<file path="config.mk">
export PLATFORM = sky130hd
export DESIGN_NAME = pgwr_engine
export DESIGN_NICKNAME = d
export VERILOG_FILES = /design/src/rtl/pgwr_pkg.sv /design/src/rtl/pgwr_loader.sv /design/src/rtl/pgwr_timer.sv /design/src/rtl/pgwr_engine.sv
export SDC_FILE = /design/constraint.sdc
export NUM_CORES = 1
export LEC_CHECK = 0
export BUFFER_PORTS_ARGS = -buffer_cell sky130_fd_sc_hd__buf_4
export CORE_MARGIN = 2
export CORE_UTILIZATION = 40
export DETAILED_ROUTE_END_ITERATION = 8
export RECOVER_POWER = 50
export REMOVE_ABC_BUFFERS = 1
export SKIP_CTS_REPAIR_TIMING = 1
export SYNTH_ARGS = -nofsm -noshare
export SYNTH_HDL_FRONTEND = slang
export SYNTH_SLANG_ARGS = --single-unit
</file>
<file path="constraint.sdc">
create_clock -name clk -period 5.4 [get_ports clk]
set_input_delay 0.27 -clock clk [delete_from_list [all_inputs] [get_ports clk]]
set_output_delay 0.27 -clock clk [all_outputs]
set_load 0.03 [all_outputs]
</file>
<file path="src/rtl/pgwr_pkg.sv">
package pgwr_pkg;

  // Next in-page offset: only the low bits move, the page is a power of two
  function automatic int unsigned pg_next_ofs(input int unsigned ofs,
                                              input int unsigned page);
    return (ofs + 1) % page;
  endfunction

  // Effective cycle length: the commit scan needs one cycle per page slot
  function automatic int unsigned pg_cycle_len(input int unsigned twc,
                                               input int unsigned page);
    return (twc < page) ? page : twc;
  endfunction

endpackage

</file>
<file path="src/rtl/pgwr_loader.sv">
module pgwr_loader #(
  parameter int PAGE = 64,
  parameter int IW   = 6
) (
  input  logic          clk,
  input  logic          rst_n,
  input  logic          clear,
  input  logic [IW-1:0] clear_ofs,
  input  logic          load_en,
  input  logic [7:0]    wr_data,
  input  logic          permit,
  input  logic [IW-1:0] rd_idx,
  output logic [7:0]    rd_data,
  output logic          rd_ok,
  output logic [IW-1:0] ofs,
  output logic          got_byte
);
  import pgwr_pkg::*;

  logic [7:0]      page_q [PAGE];
  logic [PAGE-1:0] ok_q;

  always_ff @(posedge clk or negedge rst_n) begin
    if (!rst_n) begin
      ok_q     <= '0;
      ofs      <= '0;
      got_byte <= 1'b0;
    end else if (clear) begin
      ok_q     <= '0;
      ofs      <= clear_ofs;
      got_byte <= 1'b0;
    end else if (load_en) begin
      ok_q[ofs] <= permit;
      ofs       <= IW'(pg_next_ofs(ofs, PAGE));
      got_byte  <= 1'b1;
    end
  end

  always_ff @(posedge clk) begin
    if (load_en && !clear) page_q[ofs] <= wr_data;
  end

  assign rd_data = page_q[rd_idx];
  assign rd_ok   = ok_q[rd_idx];

endmodule

</file>
<file path="src/rtl/pgwr_timer.sv">
module pgwr_timer #(
  parameter int TWC  = 100,
  parameter int PAGE = 64,
  parameter int IW   = 6
) (
  input  logic          clk,
  input  logic          rst_n,
  input  logic          start,
  output logic          busy,
  output logic [IW-1:0] scan_idx,
  output logic          scan_live,
  output logic          done
);
  localparam int CW = $clog2(TWC + 1);

  logic [CW-1:0] cnt_q;
  logic [IW:0]   scan_q;

  always_ff @(posedge clk or negedge rst_n) begin
    if (!rst_n) begin
      busy   <= 1'b0;
      cnt_q  <= '0;
      scan_q <= '0;
      done   <= 1'b0;
    end else begin
      done <= 1'b0;
      if (start && !busy) begin
        busy   <= 1'b1;
        cnt_q  <= CW'(TWC);
        scan_q <= '0;
      end else if (busy) begin
        cnt_q <= cnt_q - 1'b1;
        if (scan_q < (IW+1)'(PAGE)) scan_q <= scan_q + 1'b1;
        if (cnt_q == CW'(1)) begin
          busy <= 1'b0;
          done <= 1'b1;
        end
      end
    end
  end

  assign scan_idx  = scan_q[IW-1:0];
  assign scan_live = busy && (scan_q < (IW+1)'(PAGE));

endmodule

</file>
<file path="src/rtl/pgwr_engine.sv">
module pgwr_engine #(
  parameter int ADDR_W     = 15,
  parameter int PAGE_BYTES = 64,
  parameter int TWC_CYCLES = 100
) (
  input  logic              clk,
  input  logic              rst_n,
  input  logic              start_valid,
  input  logic [ADDR_W-1:0] start_addr,
  input  logic              byte_valid,
  input  logic [7:0]        byte_data,
  input  logic              cs_rise,
  input  logic              bit_aligned,
  input  logic              wr_permit,
  output logic [ADDR_W-1:0] load_addr,
  output logic              arr_we,
  output logic [ADDR_W-1:0] arr_addr,
  output logic [7:0]        arr_wdata,
  output logic              busy,
  output logic              cycle_done
);
  import pgwr_pkg::*;

  localparam int IW      = $clog2(PAGE_BYTES);
  localparam int HW      = ADDR_W - IW;
  localparam int TWC_EFF = pg_cycle_len(TWC_CYCLES, PAGE_BYTES);

  logic          loading_q;
  logic [HW-1:0] base_hi_q;
  logic          start_take, load_take, prog_go;
  logic [IW-1:0] ofs, scan_idx;
  logic          got_byte, scan_live, rd_ok;
  logic [7:0]    rd_data;

  assign start_take = start_valid && !busy;
  assign load_take  = byte_valid && loading_q && !busy;
  assign prog_go    = cs_rise && loading_q && !busy && bit_aligned && got_byte;

  always_ff @(posedge clk or negedge rst_n) begin
    if (!rst_n) begin
      loading_q <= 1'b0;
      base_hi_q <= '0;
    end else if (start_take) begin
      loading_q <= 1'b1;
      base_hi_q <= start_addr[ADDR_W-1:IW];
    end else if (cs_rise) begin
      loading_q <= 1'b0;
    end
  end

  pgwr_loader #(.PAGE(PAGE_BYTES), .IW(IW)) u_loader (
    .clk(clk), .rst_n(rst_n),
    .clear(start_take), .clear_ofs(start_addr[IW-1:0]),
    .load_en(load_take), .wr_data(byte_data), .permit(wr_permit),
    .rd_idx(scan_idx), .rd_data(rd_data), .rd_ok(rd_ok),
    .ofs(ofs), .got_byte(got_byte)
  );

  pgwr_timer #(.TWC(TWC_EFF), .PAGE(PAGE_BYTES), .IW(IW)) u_timer (
    .clk(clk), .rst_n(rst_n), .start(prog_go),
    .busy(busy), .scan_idx(scan_idx), .scan_live(scan_live), .done(cycle_done)
  );

  assign load_addr = {base_hi_q, ofs};
  assign arr_we    = scan_live && rd_ok;
  assign arr_addr  = {base_hi_q, scan_idx};
  assign arr_wdata = rd_data;

  AST_WE_IN_CYCLE: assert property (@(posedge clk) disable iff (!rst_n)
    arr_we |-> busy);
  AST_DONE_AT_FALL: assert property (@(posedge clk) disable iff (!rst_n)
    cycle_done |-> (!busy && $past(busy)));
  AST_BUSY_CAUSE: assert property (@(posedge clk) disable iff (!rst_n)
    $rose(busy) |-> $past(cs_rise && bit_aligned));
  AST_ABORT_QUIET: assert property (@(posedge clk) disable iff (!rst_n)
    (cs_rise && !bit_aligned && !busy) |=> !busy);
  AST_OFS_STEP: assert property (@(posedge clk) disable iff (!rst_n)
    (byte_valid && loading_q && !busy && !start_valid) |=>
      ((load_addr[IW-1:0] == $past(load_addr[IW-1:0]) + 1'b1) &&
       $stable(load_addr[ADDR_W-1:IW])));
  AST_FROZEN_IN_CYCLE: assert property (@(posedge clk) disable iff (!rst_n)
    busy |=> $stable(load_addr));

endmodule

</file>
==> results.json, run 1 <==
{
  "ant_nets": 0,
  "final_cells": 2353,
  "multiInputGateArea_um2": 6425,
  "cp_data_required_time_ps": 5130,
  "drc": 0,
  "cts_made_buffers": 60,
  "rsz0062_at_grt": "no",
  "routed_via_density": 5.711,
  "insertion_delay_ps": 630,
  "clkTransAtPathRegs_ps": 60,
  "pin_count": 71,
  "end_kind": "primary output",
  "overflow": 0,
  "hold-path-cell-count": 2,
  "final_common_cell": "edfxtp_1",
  "ir_drop_v": 0.0003028,
  "fmax_ghz": 0.2349,
  "utilization_pct": 45.47,
  "yosysSeqAreaShare_pct": 71.41,
  "period_share_pct": 78.82,
  "r2r-start": "u_timer.busy",
  "hpwl_mm": 36.59,
  "post-place-cells": 2224,
  "fin_nets": 1500,
  "drt_iter0_markers": 1371,
  "drv_slew": 569,
  "synth_area_leaders": "edfxtp_1, mux4_2, dfrtp_1, mux2i_1, o31ai_1",
  "wirelength_mm": 60.67,
  "die_area_um2": 64340,
  "min_period_ps": 4256,
  "final_cell_mix": "edfxtp_1, mux4_2, dfrtp_1",
  "synth_cell_types": 59,
  "r2r_end": "u_loader.page_q[52][5]",
  "final-seq-area_um2": 17810,
  "die_y_um": 253.6,
  "antenna_found_initial": 0,
  "root_buffer": "clkbuf_16",
  "hold_class": "input pin to flop",
  "synth-seq-cells": 609,
  "status": "complete, but fails checks",
  "fillers": 5356,
  "die_w_um": 253.6,
  "finalSetupViolCount": 0,
  "min_from": "start_valid",
  "violations": "capacitance limit, slew limit",
  "synthToLayoutAreaGrowth_pct": 12.55,
  "crit_type": "flop to primary output",
  "p_leak_nw": 9.184,
  "dr_total_vias": 13440,
  "grt_max_degree": 66,
  "grt_pass1_vias": 13280,
  "ys_async_sr_fraction_pct": 15.93,
  "coreArea_um2": 61710,
  "num_rows": 91,
  "tns_ps": 0,
  "yosys_warnings": 0,
  "postSynthCellCount": 1427,
  "io_buffer_count": 70,
  "grtUsageTotal_pct": 18.90,
  "clock-sinks": 609,
  "antenna_cells": 0,
  "finalHoldViolCount": 0,
  "dr.pass1.iters": 5,
  "power_density_nw_per_um2": 499.6,
  "start_util_pct": 40.40,
  "grt_pass1_wl_mm": 89.69,
  "maxCapViolCount": 9,
  "synth_ff_type": "edfxtp_1",
  "finClkSkew_ps": 23.49,
  "min_to": "u_loader.got_byte",
  "synth-edff-count": 512,
  "path_max_fanout": 34,
  "postSynthAreaPerCell_um2": 17.47,
  "finalHoldWorstSlack_ps": 102.7,
  "cts_tree": "done",
  "r2r_cells": 4,
  "worst_slew_pin_slew_ps": 3240,
  "worstPathArrival_ps": 3990,
  "cts_buffer_depth": 3,
  "r2r_slack_ps": 2050,
  "post_drt_wl_per_cell_um": 25.78,
  "drive_above_1_share_pct": 20.45,
  "gp_congestion": 0.8221,
  "htreeDepth": 2,
  "netlist_area_um2": 24930,
  "yosysTopAreaCellShare_pct": 61.67,
  "slew_headroom_pct": -116.0,
  "start_kind": "flop",
  "yosysTopAreaCell": "edfxtp_1"
}
## flip-flops by register name, summed over array words and instances (netlist names)
signal             cells
u_loader.ofs           6
u_loader.got_byte      1
u_loader.ok_q         64
u_timer.cnt_q          7
base_hi_q              9
u_timer.done           1
u_timer.busy           1
u_timer.scan_q         7
loading_q              1
u_loader.page_q      512
## report_power, final
group          internal, mW  switching [mW]  leakage, nW
clock                  2.34            1.77        0.960
sequential             5.26           0.444         5.88
combinational          1.64            2.57         2.34
## through the flow
| stage | setup WS, ps | area (µm²) | total power [mW] |
|---|---|---|---|
| after global placement | 1866 | 26060 | 10.02 |
| after floorplan | -2884 | 24230 | 8.625 |
| after CTS | 1098 | 28000 | 14.15 |
| after global routing | 946.3 | 28060 | 14.54 |
| final | 1144 | 28060 | 14.02 |
| after detailed placement | 1815 | 26060 | 10.07 |
## per-layer routing
metal / vias up / part of all wire [%] / global-route usage (%)
met2: 487 / 47 / 29.52
met4: 0 / 2.2 / 4.975
met3: 91 / 6.3 / 2.837
li1: 5819 / - / -
met5: - / 0 / 0
met1: 7041 / 44 / 27.85
## cell usage after synthesis (9+ instances only)
cell      instances
edfxtp_1        512
a211oi_1         10
buf_2            16
mux4_2          124
o22ai_1          13
dfrtp_1          97
nor2b_1           9
or2_2            11
nand3_1          16
a22oi_1          14
nor3_1            9
mux2i_1          52
buf_6             9
o221ai_1         12
nor2_1           90
a21oi_1          20
buf_4            24
o211ai_1         63
clkbuf_1         78
nand2_1          55
nand2b_1          9
o21ai_0          13
a221oi_1         10
o31ai_1          64
## kinds of logic after synthesis
kind of cell    Yosys count  share of synthesized area (%)
compound gates          248                          7.253
xor+xnor                 11                         0.3865
fa+ha+maj                 4                         0.2008
buf+inv                 141                          2.901
flops                   609                          71.41
mux                     178                          13.38
simple gates            236                          4.467
## final cells by class
cell class / count / share of cell area, %
inverter: 6 / 0.08027
tap: 837 / 3.732
sequential: 609 / 63.48
clock buffer: 76 / 5.975
clock inverter: 36 / 0.9365
timing repair buffer: 112 / 2.899
multi-input combinational: 677 / 22.90
## worst max path at each step
stage | from | endpoint | cells after the start
floorplan | u_timer.scan_q[0] | arr_wdata[6] | 5
global placement | u_timer.scan_q[0] | arr_wdata[5] | 7
detailed placement | u_timer.scan_q[0] | arr_wdata[7] | 7
CTS | u_timer.scan_q[0] | arr_wdata[7] | 7
global route | u_timer.scan_q[0] | arr_wdata[5] | 7
finish | u_timer.scan_q[0] | arr_wdata[7] | 7
## worst max-delay path, stage by stage, from the launching register on
cell and delay, ps:
dfrtp_4 920, buf_4 430, mux4_2 570, mux2i_1 240, nor2_1 70, a2111oi_0 660
o21ai_1 210, buf_4 210
(Power assumes the default switching activity.)
==> run 2, diff against run 1 <==
- clock period: 5.4 -> 4.33 ns (I/O delays scaled with it)
==> results.json, run 2 (same netlist as run 1, synthesis figures left out) <==
{
  "slew_headroom_pct": -114.4,
  "finalHoldViolCount": 0,
  "start_util_pct": 40.40,
  "clock-sinks": 609,
  "finalSetupViolCount": 0,
  "finClkSkew_ps": 16.77,
  "pin_count": 71,
  "cp_cell_sequence": "nand3b_1 -> o221ai_1 -> o22ai_1 -> a221oi_1 -> and3_1 -> buf_4",
  "status": "complete, but fails checks",
  "insertion_delay_ps": 640,
  "grt_pass1_vias": 13430,
  "finalHoldWorstSlack_ps": 48.75,
  "grt_util_met1_pct": 28.34,
  "antenna_found_initial": 1,
  "crit_slowest_cell": "dfrtp_1",
  "die_area_um2": 64340,
  "cts_made_buffers": 61,
  "grt.met2_usage_pct": 29.66,
  "clkTransAtPathRegs_ps": 60,
  "num_rows": 91,
  "hpwl_mm": 37.94,
  "coreArea_um2": 61710,
  "p_leak_nw": 9.256,
  "ir_drop_v": 0.0004193,
  "use_met3_pct": 3.022,
  "end_kind": "primary output",
  "final_common_cell": "edfxtp_1",
  "cts_buffer_depth": 3,
  "fmax_ghz": 0.2553,
  "period_share_pct": 90.46,
  "grtUsageTotal_pct": 19.31,
  "final_cell_mix": "edfxtp_1, mux4_2, dfrtp_1",
  "gp_congestion": 0.8026,
  "start_kind": "flop",
  "worstPathArrival_ps": 3700,
  "critical_path_buf_inv_count": 1,
  "crit_type": "flop to primary output",
  "drv_slew": 559,
  "r2r_cells": 4,
  "violations": "capacitance limit, slew limit",
  "drc": 0,
  "min_period_ps": 3917,
  "hold-path-cell-count": 2,
  "dr.pass1.iters": 6,
  "utilization_pct": 45.64,
  "fin_nets": 1517,
  "drive_above_1_share_pct": 20.70,
  "grt_max_degree": 65,
  "htreeDepth": 2,
  "fin_ws_ps": 413.2,
  "ant_nets": 0,
  "post_drt_wl_per_cell_um": 25.95,
  "totalPowerFinal_mw": 17.51,
  "largest-register": "u_loader.page_q",
  "grt_busiest_layer": "met2",
  "drt_iter0_markers": 1506,
  "post-place-cells": 2240,
  "worst_slew_pin_slew_ps": 3215,
  "routed_via_density": 5.717,
  "place_ws_ps": 1081,
  "hold_class": "input pin to flop",
  "path_max_fanout": 26,
  "cp_data_required_time_ps": 4110,
  "die_w_um": 253.6,
  "synthToLayoutAreaGrowth_pct": 12.99,
  "top_regs": "u_loader.page_q: 512 flops, u_loader.ok_q: 64 flops, base_hi_q: 9 flops",
  "root_buffer": "clkbuf_16",
  "grt_pass1_wl_mm": 90.76,
  "critPathMaxStageDelay_ps": 1090,
  "die_y_um": 253.6,
  "power_density_nw_per_um2": 621.5,
  "overflow": 0,
  "largest_reg_flops": 512,
  "cp_num_cells": 6,
  "cp_top_family": "flip-flops",
  "rsz0062_at_grt": "no",
  "io_buffer_count": 70,
  "final_cells": 2374,
  "maxCapViolCount": 9,
  "wirelength_mm": 61.60,
  "dr_total_vias": 13570,
  "cts_tree": "done"
}
[run 2: cell type report]
cell class                      instances  area (µm²)
Antenna cell                            1       2.502
Clock buffer                           74        1607
Clock inverter                         42       289.0
Fill cell                            5324       33540
Inverter                                6       22.52
Multi-Input combinational cell        677        6425
Sequential cell                       609       17810
Tap cell                              837        1047
Timing Repair Buffer                  128       964.7
[run 2: stage by stage]
stage | setup TNS [ps] | area [µm²]
after floorplan | -54840 | 24230
final | 0 | 28170
after detailed placement | 0 | 26200
after CTS | 0 | 28100
after global routing | 0 | 28170
after global placement | 0 | 26200
[run 2: report_power, final]
group,leakage (nW),switching (mW),internal (mW),total (mW)
Clock,0.939,2.23,2.81,5.04
Combinational,2.43,3.29,2.13,5.42
Sequential,5.88,0.478,6.56,7.04
[run 2: routing by layer]
metal  routed length [µm]  share of wire, %
met5                    0                 0
met4                 1611               2.6
met3                 4428               7.2
met2                28840                47
met1                26720                43
[run 2: final timing paths]
path	start	end	slack (ps)
worst max-delay path	u_timer.scan_q[3]	arr_wdata[2]	410
worst max register to register	u_timer.busy	u_loader.page_q[54][5]	1230
worst min register to register	base_hi_q[3]	base_hi_q[3]	510
max in group asynchronous	rst_n	u_loader.ok_q[49]	1740
min in group asynchronous	rst_n	base_hi_q[0]	190
worst min-delay path	start_valid	u_loader.got_byte	50
==> run 3, diff against run 2 <==
- ABC_AREA: default -> 0
- CELL_PAD_IN_SITES_DETAIL_PLACEMENT: default -> 1
- CELL_PAD_IN_SITES_GLOBAL_PLACEMENT: default -> 1
- CORE_UTILIZATION: 40 -> 54
- PLACE_DENSITY_LB_ADDON: default -> 0.1
==> results.json, run 3 (same netlist as run 1, synthesis figures left out) <==
{
  "drt_iter0_markers": 1426,
  "top_regs": "u_loader.page_q: 512 flops, u_loader.ok_q: 64 flops, base_hi_q: 9 flops",
  "dr.pass1.iters": 5,
  "die_y_um": 218.9,
  "grt_busiest_layer": "met2",
  "post_drt_wl_per_cell_um": 30.98,
  "crit_start": "u_timer.scan_q[1]",
  "die_area_um2": 47900,
  "fmax_ghz": 0.2461,
  "min_from": "start_valid",
  "maxCapViolCount": 10,
  "clkTransAtPathRegs_ps": 60,
  "totalPowerFinal_mw": 18.43,
  "hold_class": "input pin to flop",
  "path_max_fanout": 44,
  "cts_made_buffers": 61,
  "critPathMaxStageDelay_ps": 900,
  "finalSetupViolCount": 0,
  "end_kind": "primary output",
  "r2r-start": "u_timer.busy",
  "die_w_um": 218.9,
  "antenna_cells": 0,
  "drv_slew": 620,
  "grtUsageTotal_pct": 28.58,
  "wirelength_mm": 66.36,
  "rsz0062_at_grt": "no",
  "final-seq-area_um2": 17810,
  "worstPathArrival_ps": 3850,
  "drive_above_1_share_pct": 22.18,
  "dr_total_vias": 13960,
  "start_util_pct": 54.81,
  "fillers": 3985,
  "power_density_nw_per_um2": 652.6,
  "dpl_cell_area_um2": 25930,
  "drc": 0,
  "period_share_pct": 93.84,
  "crit_slowest_cell": "dfrtp_4",
  "start_kind": "flop",
  "grt_util_met1_pct": 41.89,
  "grt_max_degree": 69,
  "pwr-share-seq_pct": 38.2,
  "cp_cell_sequence": "buf_12 -> mux4_2 -> mux2i_1 -> nor2_1 -> a2111oi_0 -> o21ai_1 -> buf_4",
  "overflow": 0,
  "htreeDepth": 2,
  "p_int_mw": 12.27,
  "status": "complete, but fails checks",
  "coreArea_um2": 45480,
  "routed_via_density": 6.515,
  "fin_nets": 1524,
  "cts_tree": "done",
  "insertion_delay_ps": 630,
  "min_period_ps": 4063,
  "io_buffer_count": 70,
  "pin_count": 71,
  "cp_data_required_time_ps": 4110,
  "grt.met2_usage_pct": 45.76,
  "use_met3_pct": 4.075,
  "final_common_cell": "edfxtp_1",
  "worst_slew_pin_slew_ps": 3305,
  "cp_top_family": "compound AO/OA/AOI/OAI gates",
  "clock-sinks": 609,
  "finalHoldViolCount": 0,
  "violations": "capacitance limit, slew limit",
  "finClkSkew_ps": 19.59,
  "grt_pass1_wl_mm": 98.86,
  "comb_power_share_pct": 30.1,
  "ir_drop_v": 0.0003328,
  "p_leak_nw": 9.431,
  "cts_buffer_depth": 3,
  "largest_reg_flops": 512,
  "slew_headroom_pct": -120.4,
  "ant_nets": 0,
  "synthToLayoutAreaGrowth_pct": 13.27,
  "power_frac_clock_pct": 31.7,
  "switching_power_mw": 6.158,
  "crit_type": "flop to primary output",
  "grt_pass1_vias": 14370,
  "antenna_found_initial": 0,
  "critical_path_buf_inv_count": 2,
  "hpwl_mm": 41.00,
  "multiInputGateArea_um2": 6422,
  "final_cell_area_um2": 28240,
  "largest-register": "u_loader.page_q",
  "gp_congestion": 0.8112,
  "final_cell_mix": "edfxtp_1, mux4_2, dfrtp_1",
  "root_buffer": "clkbuf_16",
  "num_rows": 78,
  "switching_share_pct": 33.42
}
-- run 3: path summary, 6_finish.rpt --
| path | end | slack [ps] | cells after the start |
|---|---|---|---|
| worst max-delay path | arr_wdata[7] | 270 | 7 |
| worst min-delay path | u_loader.got_byte | 60 | 2 |
| worst max register to register | u_loader.page_q[44][7] | 1290 | 6 |
| worst min register to register | base_hi_q[5] | 500 | 2 |
| max in group asynchronous | base_hi_q[0] | 1420 | 3 |
| min in group asynchronous | u_loader.ok_q[19] | 590 | 2 |
-- run 3: metrics by stage --
stage	worst slack (ps)	std cells	hold WS (ps)	utilization [%]	TNS, ps
after floorplan	-3901	1292	-79.09	-	-54840
after global placement	971.5	2010	392.7	57.02	0
after detailed placement	950.7	2010	398.7	57.02	0
after CTS	270.5	2125	-267.6	61.95	0
after global routing	62.68	2142	52.77	62.09	0
final	266.8	2142	60.56	62.09	0
-- run 3: metal layers --
metal / vias up / wire length [µm]
met5: - / 0
met1: 7475 / 28790
met3: 113 / 3663
met4: 0 / 1635
li1: 5849 / -
met2: 519 / 32270
-- run 3: final cells by class --
cell class              count  share of cell area [%]
clock buffers              78                   6.102
clock inverters            37                   1.834
inverters                   6                 0.07976
multi-input cells         677                   22.74
flip-flops and latches    609                   63.08
well taps                 600                   2.659
repair buffers            135                   3.505
-- run 3: power groups by stage --
stage | logic [mW] | registers [mW] | clock network [mW]
after floorplan | 2.86 | 7.61 | 0
after global placement | 5.54 | 7.13 | 0
after detailed placement | 5.60 | 7.15 | 0
after CTS | 5.64 | 7.03 | 5.88
after global routing | 5.87 | 7.09 | 6.09
final | 5.55 | 7.04 | 5.83
